**src/rtl/tmr_pkg.sv**
```systemverilog
package tmr_pkg;

    typedef enum logic [1:0] {
        MODE_DUAL    = 2'd0,
        MODE_TMR_EVT = 2'd1,
        MODE_TMR16   = 2'd2,
        MODE_EVT16   = 2'd3
    } tmr_mode_e;

    localparam logic [2:0] SEL_MODE     = 3'd0;
    localparam logic [2:0] SEL_MATCH_LO = 3'd1;
    localparam logic [2:0] SEL_MATCH_HI = 3'd2;
    localparam logic [2:0] SEL_PRE_LO   = 3'd3;
    localparam logic [2:0] SEL_PRE_HI   = 3'd4;
    localparam logic [2:0] SEL_CLR      = 3'd5;

endpackage

```
**src/rtl/tmr_sync_edge.sv**
```systemverilog
module tmr_sync_edge #(
    parameter int STAGES = 2
) (
    input  logic clk,
    input  logic rst_n,
    input  logic din,
    output logic pulse
);
    // Bits 0..STAGES-1 form the synchronizer; bit STAGES holds the previous value.
    logic [STAGES:0] sh_d, sh_q;

    always_comb begin
        sh_d = {sh_q[STAGES-1:0], din};
    end

    always_ff @(posedge clk or negedge rst_n) begin
        if (!rst_n) sh_q <= '0;
        else        sh_q <= sh_d;
    end

    assign pulse = sh_q[STAGES-1] & ~sh_q[STAGES];
endmodule

```
**src/rtl/tmr_prescale.sv**
```systemverilog
module tmr_prescale #(
    parameter int W = 8
) (
    input  logic         clk,
    input  logic         rst_n,
    input  logic         clr,
    input  logic         en,
    input  logic [W-1:0] limit,
    output logic         tick
);
    logic [W-1:0] cnt_d, cnt_q;

    assign tick = en && (cnt_q == limit);

    always_comb begin
        cnt_d = cnt_q;
        if (clr)     cnt_d = '0;
        else if (en) cnt_d = tick ? '0 : cnt_q + W'(1);
    end

    always_ff @(posedge clk or negedge rst_n) begin
        if (!rst_n) cnt_q <= '0;
        else        cnt_q <= cnt_d;
    end
endmodule

```
**src/rtl/tmr_split16.sv**
```systemverilog
module tmr_split16
    import tmr_pkg::*;
#(
    parameter int HALF_W      = 8,
    parameter int PRE_W       = 8,
    parameter int SYNC_STAGES = 2
) (
    input  logic                  clk,
    input  logic                  rst_n,
    input  logic                  wr_en,
    input  logic [2:0]            wr_sel,
    input  logic [HALF_W-1:0]     wr_data,
    input  logic                  evt_in,
    input  logic                  cap_lo_in,
    input  logic                  cap_hi_in,
    output logic [2*HALF_W-1:0]   count,
    output logic [2*HALF_W-1:0]   capture,
    output logic                  irq_lo,
    output logic                  irq_hi
);
    localparam int FULL_W = 2 * HALF_W;
    localparam int N_IN   = 3;
    localparam int N_PRE  = 2;

    typedef struct packed {
        tmr_mode_e         mode;
        logic [HALF_W-1:0] match_lo;
        logic [HALF_W-1:0] match_hi;
        logic [PRE_W-1:0]  pre_lo;
        logic [PRE_W-1:0]  pre_hi;
        logic [HALF_W-1:0] cnt_lo;
        logic [HALF_W-1:0] cnt_hi;
        logic [HALF_W-1:0] cap_lo;
        logic [HALF_W-1:0] cap_hi;
        logic              flag_lo;
        logic              flag_hi;
    } state_t;

    localparam state_t RST_VAL = '{MODE_DUAL, '1, '1, '0, '0, '0, '0, '0, '0, 1'b0, 1'b0};

    state_t s_d, s_q;

    // Input synchronizers: bit 0 event, bit 1 low capture, bit 2 high capture
    logic [N_IN-1:0] raw_in;
    logic [N_IN-1:0] in_pls;
    assign raw_in = {cap_hi_in, cap_lo_in, evt_in};

    for (genvar i = 0; i < N_IN; i++) begin : g_sync
        tmr_sync_edge #(.STAGES(SYNC_STAGES)) u_sync (
            .clk   (clk),
            .rst_n (rst_n),
            .din   (raw_in[i]),
            .pulse (in_pls[i])
        );
    end

    logic evt_pls, cap_lo_pls, cap_hi_pls;
    assign evt_pls    = in_pls[0];
    assign cap_lo_pls = in_pls[1];
    assign cap_hi_pls = in_pls[2];

    // Prescalers: index 0 drives the low half, index 1 the high half
    logic             mode_wr;
    logic [N_PRE-1:0] pre_en;
    logic [N_PRE-1:0] pre_tick;
    logic [PRE_W-1:0] pre_lim [N_PRE];

    assign mode_wr    = wr_en && (wr_sel == SEL_MODE);
    assign pre_en[0]  = (s_q.mode != MODE_EVT16);
    assign pre_en[1]  = (s_q.mode == MODE_DUAL);
    assign pre_lim[0] = s_q.pre_lo;
    assign pre_lim[1] = s_q.pre_hi;

    for (genvar p = 0; p < N_PRE; p++) begin : g_pre
        tmr_prescale #(.W(PRE_W)) u_pre (
            .clk   (clk),
            .rst_n (rst_n),
            .clr   (mode_wr),
            .en    (pre_en[p]),
            .limit (pre_lim[p]),
            .tick  (pre_tick[p])
        );
    end

    // Step sources per configuration
    logic              wide;
    logic              lo_step;
    logic              hi_step;
    logic [FULL_W-1:0] full_cnt;
    logic [FULL_W-1:0] full_match;
    tmr_mode_e         cur_mode;

    assign cur_mode   = s_q.mode;
    assign wide       = (s_q.mode == MODE_TMR16) || (s_q.mode == MODE_EVT16);
    assign lo_step    = (s_q.mode == MODE_EVT16) ? evt_pls : pre_tick[0];
    assign hi_step    = (s_q.mode == MODE_DUAL) ? pre_tick[1] : evt_pls;
    assign full_cnt   = {s_q.cnt_hi, s_q.cnt_lo};
    assign full_match = {s_q.match_hi, s_q.match_lo};

    always_comb begin
        s_d = s_q;

        // Flag clear first, so a set in the same cycle wins
        if (wr_en && wr_sel == SEL_CLR) begin
            if (wr_data[0]) s_d.flag_lo = 1'b0;
            if (wr_data[1]) s_d.flag_hi = 1'b0;
        end

        // Counting
        if (wide) begin
            if (lo_step) begin
                if (full_cnt == full_match) begin
                    s_d.cnt_lo  = '0;
                    s_d.cnt_hi  = '0;
                    s_d.flag_hi = 1'b1;
                end else begin
                    {s_d.cnt_hi, s_d.cnt_lo} = full_cnt + FULL_W'(1);
                end
            end
        end else begin
            if (lo_step) begin
                if (s_q.cnt_lo == s_q.match_lo) begin
                    s_d.cnt_lo  = '0;
                    s_d.flag_lo = 1'b1;
                end else begin
                    s_d.cnt_lo = s_q.cnt_lo + HALF_W'(1);
                end
            end
            if (hi_step) begin
                if (s_q.cnt_hi == s_q.match_hi) begin
                    s_d.cnt_hi  = '0;
                    s_d.flag_hi = 1'b1;
                end else begin
                    s_d.cnt_hi = s_q.cnt_hi + HALF_W'(1);
                end
            end
        end

        // Capture
        if (wide) begin
            if (cap_lo_pls || cap_hi_pls) begin
                s_d.cap_lo = s_q.cnt_lo;
                s_d.cap_hi = s_q.cnt_hi;
            end
        end else begin
            if (cap_lo_pls) s_d.cap_lo = s_q.cnt_lo;
            if (cap_hi_pls) s_d.cap_hi = s_q.cnt_hi;
        end

        // Register writes; a configuration write restarts the counter
        if (wr_en) begin
            unique case (wr_sel)
                SEL_MODE: begin
                    s_d.mode   = tmr_mode_e'(wr_data[1:0]);
                    s_d.cnt_lo = '0;
                    s_d.cnt_hi = '0;
                end
                SEL_MATCH_LO: s_d.match_lo = wr_data;
                SEL_MATCH_HI: s_d.match_hi = wr_data;
                SEL_PRE_LO:   s_d.pre_lo   = wr_data[PRE_W-1:0];
                SEL_PRE_HI:   s_d.pre_hi   = wr_data[PRE_W-1:0];
                default: ;
            endcase
        end
    end

    always_ff @(posedge clk or negedge rst_n) begin
        if (!rst_n) s_q <= RST_VAL;
        else        s_q <= s_d;
    end

    assign count   = full_cnt;
    assign capture = {s_q.cap_hi, s_q.cap_lo};
    assign irq_lo  = s_q.flag_lo;
    assign irq_hi  = s_q.flag_hi;
endmodule

```
**config.mk**
```make
export PLATFORM = sky130hd
export DESIGN_NAME = tmr_split16
export DESIGN_NICKNAME = d
export VERILOG_FILES = /design/src/rtl/tmr_pkg.sv /design/src/rtl/tmr_sync_edge.sv /design/src/rtl/tmr_prescale.sv /design/src/rtl/tmr_split16.sv
export SDC_FILE = /design/constraint.sdc
export NUM_CORES = 1
export LEC_CHECK = 0
export ABC_AREA = 1
export BUFFER_PORTS_ARGS = -buffer_cell sky130_fd_sc_hd__buf_2
export CAP_MARGIN = 30
export CORE_ASPECT_RATIO = 1.4
export CORE_UTILIZATION = 55
export DETAILED_ROUTE_END_ITERATION = 8
export GPL_ROUTABILITY_DRIVEN = 1
export PLACE_DENSITY = 0.79
export SLEW_MARGIN = 20
export SYNTH_ARGS = -nofsm -noshare
export SYNTH_HDL_FRONTEND = slang
export SYNTH_SLANG_ARGS = --single-unit
```
**constraint.sdc**
```tcl
create_clock -name clk -period 3.95 [get_ports clk]
set_input_delay 0.1975 -clock clk [delete_from_list [all_inputs] [get_ports clk]]
set_output_delay 0.1975 -clock clk [all_outputs]
set_load 0.03 [all_outputs]
```
After elaboration in Yosys (flattened, before gate mapping)
Cells that the tools add are included.
{ "totals": {"reg_bits": 93, "latch_bits": 0, "mem_bits_rw": 0, "rom_bits": 0, "inputBits": 17, "output_inout_bits": 34, "word_cells": 92, "memories": 0} }
{ "classes": {"n_addsub": 5, "n_mul": 0, "div_mod_pow": 0, "n_lt_le_gt_ge": 0, "n_eq_ne": 14, "shifts": 0, "muxes": 32, "bitwise_logic": 6, "reduce_logical": 19} }
{ "ops": {"columns": ["op", "n"], "rows": [
  ["16-bit two-way mux", 7],
  ["8-bit two-way mux", 12],
  ["8-bit by 1-bit adder with 8-bit output (second input constant)", 4],
  ["8-bit equality test", 4],
  ["16-bit by 1-bit adder with 16-bit output (second input constant)", 1],
  ["16-bit equality test", 1],
  ["2-bit AND reduction", 7],
  ["1-bit two-way mux", 12],
  ["2-bit nonzero test", 4],
  ["3-bit by 2-bit equality test with 1-bit output (second input constant)", 2],
  ["3-bit equality test (second input constant)", 2],
  ["2-bit equality test (second input constant)", 2],
  ["1-bit logical AND", 4],
  ["1-bit bitwise AND", 3],
  ["3-bit by 1-bit equality test with 1-bit output (second input constant)", 1],
  ["3-bit logical NOT", 1],
  ["1-bit NOT", 3],
  ["2-bit logical NOT", 1],
  ["1-bit logical OR", 2],
  ["2-bit two-way mux", 1],
  ["2-bit by 1-bit != test with 1-bit output (second input constant)", 1],
  ["2-bit != test (second input constant)", 1]
]} }

Depth between registers and ports, before layout
{ "logic_depth": {"depth_word": 7, "mapped_depth": 13, "ltp_nobuf": 13} }

By module
Synthesis repeated with hierarchy kept, for this count alone.
{ "unflattened": {"cells_unflattened": 692, "hier_area_um2": 5303.8} }
{ "modules_own_cells": {"columns": ["mod", "instances", "cells_each", "area_each_um2", "seq_area_each_um2"], "rows": [
  ["tmr_split16", 1, 503, 3797.4, 1721.7],
  ["tmr_prescale", 2, 87, 625.6, 200.2],
  ["tmr_sync_edge", 3, 5, 85.1, 75.1]
]} }

Worst setup path after synthesis
No wires, ideal clock.
{ "synth_timing": {"path_kind": "register to register", "start": "register s_q (netlist bit full_match[10])", "end": "register s_q (netlist bit count[12])", "setup_ps": 116, "arrival_ps": 1449, "path_slack_ps": 2385, "path_stages_with_launch": 13, "n_path_buf": 1, "synth_period_minus_slack_ps": 1565, "cell_sequence": "dfstp_2 inv_1 nand2_1 nand2_1 nor2_1 nand2_1 nor2_4 nand2_2 buf_6 nand2_4 nand2_2 a21oi_2 nor2_1"} }
{ "synth_rtl": {"columns": ["item", "line", "rtl"], "rows": [
  ["start: declaration", "tmr_split16.sv:41", "state_t s_d, s_q;"],
  ["start signal: assignment", "tmr_split16.sv:168", "if (!rst_n) s_q <= RST_VAL;"],
  ["start signal: assignment", "tmr_split16.sv:169", "else s_q <= s_d;"]
]} }

==> run_results.csv <==
group,metric,value,unit
final_layout,final_common_cell,"nand2_1",
floorplanning,pin_count,51,
global_routing,track_usage,26.75,%
yosys,synth_area_per_cell,7.322,um2
cts,cts_buffer_depth,2,
setup_path,critPathRequiredTime,4180,ps
routing,wl,12.35,mm
yosys,ys.warnings.count,0,
yosys,synth_fa_ha_area_share,0.9806,%
power_and_ir_drop,irDropWorstVdd,0.4682,mV
hold_path,min_from,"wr_data[7]",
sta,worst_slew_pin_slew,854.6,ps
yosys,syn_nets,718,
yosys,ys_seq_area_share,45.99,%
global_routing,antenna_found_initial,0,
placement,dp_slack,1687,ps
yosys,syn-cell-area,0.005104,mm2
cts,clk_latency,340,ps
global_routing,grt-ovfl-total,0,
sta,fin_crit,2340,ps
setup_path,rr_startpoint,"cur_mode[1]",
setup_path,endpoint_kind,"flop",
floorplanning,die_y,116.0,um
final_layout,drive_above_1_share,15.41,%
floorplanning,dieArea,0.009674,mm2
final_layout,area_growth,10.96,%
cts,htreeDepth,3,
yosys,yosys.area_share.simple,28.17,%
sta,drv_slew,0,
final_layout,fin_util,62.72,%
sta,fin_crit_sh,59.24,%
yosys,synth_xor_area_share,3.604,%
yosys,synth_cell_types,32,
sta,setup_tns,0,ps
final_layout,num-fill-cells,792,
floorplanning,floorplan.rows,41,
sta,relSlewSlack,42.99,%
power_and_ir_drop,p_leak,2.946,nW
cts,cts_buffers,9,
sta,rsz0062_at_grt,"false",
outcome,violations,"design-rule violations",
yosys,synth_seq_cells,93,
routing,drc,1,
floorplanning,initial_core_util,56.53,%
routing,dr.first_iter.drc_count,346,
sta,worst_hold_slack,241.2,ps
final_layout,fin_nets,756,
setup_path,critPathMaxFanout,22,
cts,cts_root_buf,"clkbuf_16",
placement,port_buffers,50,
power_and_ir_drop,combPwrFrac,36.8,%
floorplanning,fp.dieW,83.42,um
power_and_ir_drop,clkPwrFrac,23.1,%
floorplanning,core_area,0.009029,mm2
routing,wl_met2,6.282,mm
outcome,status,"finished with violations",
routing,dr.max_layer_used,"met4",
routing,wl_met1,4.954,mm
sta,setup_slack,1610,ps
cts,cts.sinks,93,
placement,dp_hpwl,8.920,mm
power_and_ir_drop,p_switching,1.598,mW
yosys,synth_compound_area_share,10.52,%
routing,wire_per_inst,14.58,um
cts,cts_hold_buf,4,
power_and_ir_drop,p_int,2.202,mW
run,maxCapViolCount,0,
global_routing,grt_pass1_wl,20.22,mm
sta,skew,5.234,ps
sta,setup_violations,0,
setup_path,cp-start-kind,"flop",
placement,gp_congestion,0.9704,
yosys,synth_top_family_by_area,"simple AND/OR/NAND/NOR gates",
routing,drt_pass1_iterations,7,
sta,fmax,0.4273,GHz
global_routing,grt_start_max_net_pins,61,
yosys,synthMuxAreaShare,0.4413,%
sta,hold_viol,0,
power_and_ir_drop,switching_share,42.06,%
hold_path,hp-class,"in -> reg",
final_layout,final_cell_mix,"200 x nand2_1, 98 x nor2_1, 77 x dfrtp_1, 75 x inv_1, 53 x o21ai_0",
global_routing,grt_pass1_vias,4174,
cts,clkTransAtPathRegs,70,ps
cts,cts_tree,"yes",
final_layout,diodes,0,
cts,cts_setup_buffers,0,
power_and_ir_drop,power_density,671.0,mW/mm2
setup_path,worstSetupPathType,"reg -> reg",
routing,wl_met3,639,um
yosys,postSynthCellCount,697,
routing,via_per_inst,5.355,
routing,postRouteAntennaNets,0,
setup_path,crit_start,"cur_mode[1]",
power_and_ir_drop,sequentialPowerShare,40.1,%
setup_path,cp.arrival,2570,ps
cts,cts_resized,0,
routing,num_vias,4536,
[cells in the mapped netlist, drive strengths merged]
cell type / instances / area (um2)
nand3: 34 / 175.2
a31oi: 3 / 18.77
nor2: 104 / 410.4
nor3: 8 / 40.04
clkbuf: 7 / 26.28
nand4: 3 / 18.77
o22ai: 4 / 25.02
buf: 23 / 165.1
nand2: 206 / 793.3
inv: 88 / 330.3
dfstp: 16 / 420.4
clkinv: 1 / 3.750
o21ai: 58 / 290.3
a21o: 1 / 7.510
a21oi: 36 / 183.9
xnor2: 4 / 35.03
xor2: 17 / 148.9
dfrtp: 77 / 1927
ha: 4 / 50.05
o21bai: 1 / 11.26
mux2: 2 / 22.52
[cell type report]
class	instances	area (um2)	share of cell area, %
multi-input cells	485	2231	39.39
flip-flops and latches	93	2347	41.45
inverters	89	334.1	5.899
clock inverters	5	58.81	1.038
repair buffers	57	315.3	5.568
clock buffers	11	242.7	4.286
well taps	107	133.9	2.364
[worst max-delay path, stage by stage, from the launching register on]
cell,delay (ps)
dfrtp_1,610
nand2_2,210
nand2_1,70
nor2_1,100
nand3_1,110
o21bai_2,680
o21ai_0,230
nand3_1,150
nor2_1,60
[power groups by stage]
stage / Sequential, mW / Clock (mW) / Combinational (mW)
6_report: 1.52 / 0.877 / 1.40
5_1_grt: 1.56 / 0.921 / 1.58
4_1_cts: 1.52 / 0.892 / 1.40
3_5_place_dp: 1.54 / 0 / 1.38
3_3_place_gp: 1.52 / 0 / 1.35
2_1_floorplan: 1.56 / 0 / 1.02
[cell families after synthesis]
logic type / after synthesis
and+or+nand+nor: 355
buffers and inverters: 119
AOI/OAI and AO/OA: 103
DFF: 93
xor gates and xnor gates: 21
adders and majority gates: 4
muxes: 2
[worst paths after layout]
path | end | cells past startpoint | slack [ps]
min reg2reg | g_sync[1].u_sync.sh_q[1] | 0 | 350
max in group asynchronous | full_match[12] | 3 | 2540
min in group asynchronous | capture[6] | 2 | 470
min | full_match[7] | 3 | 240
max | count[2] | 8 | 1610
max reg2reg | count[2] | 8 | 1610
[layer usage]
layer / up-vias / GRT usage (%)
met1: 2089 / 32.39
met2: 163 / 46.61
met3: 38 / 4.630
met5: - / 0
li1: 2246 / -
met4: 0 / 12.99
[sequential cells by signal, summed over array words and instances, names as in the netlist]
register	cells
capture	16
count	16
cur_mode	2
full_match	16
g_pre.u_pre.cnt_q	16
g_sync.u_sync.sh_q	9
irq_hi	1
irq_lo	1
pre_lim	16
[through the flow]
stage / total power, mW / instances / area, um2
6_report: 3.800 / 847 / 5663
5_1_grt: 4.058 / 847 / 5663
4_1_cts: 3.811 / 845 / 5648
3_5_place_dp: 2.918 / 825 / 5306
3_3_place_gp: 2.865 / 825 / 5306
2_1_floorplan: 2.583 / 697 / 5104
Note: power is estimated with default switching activity, not from simulation.
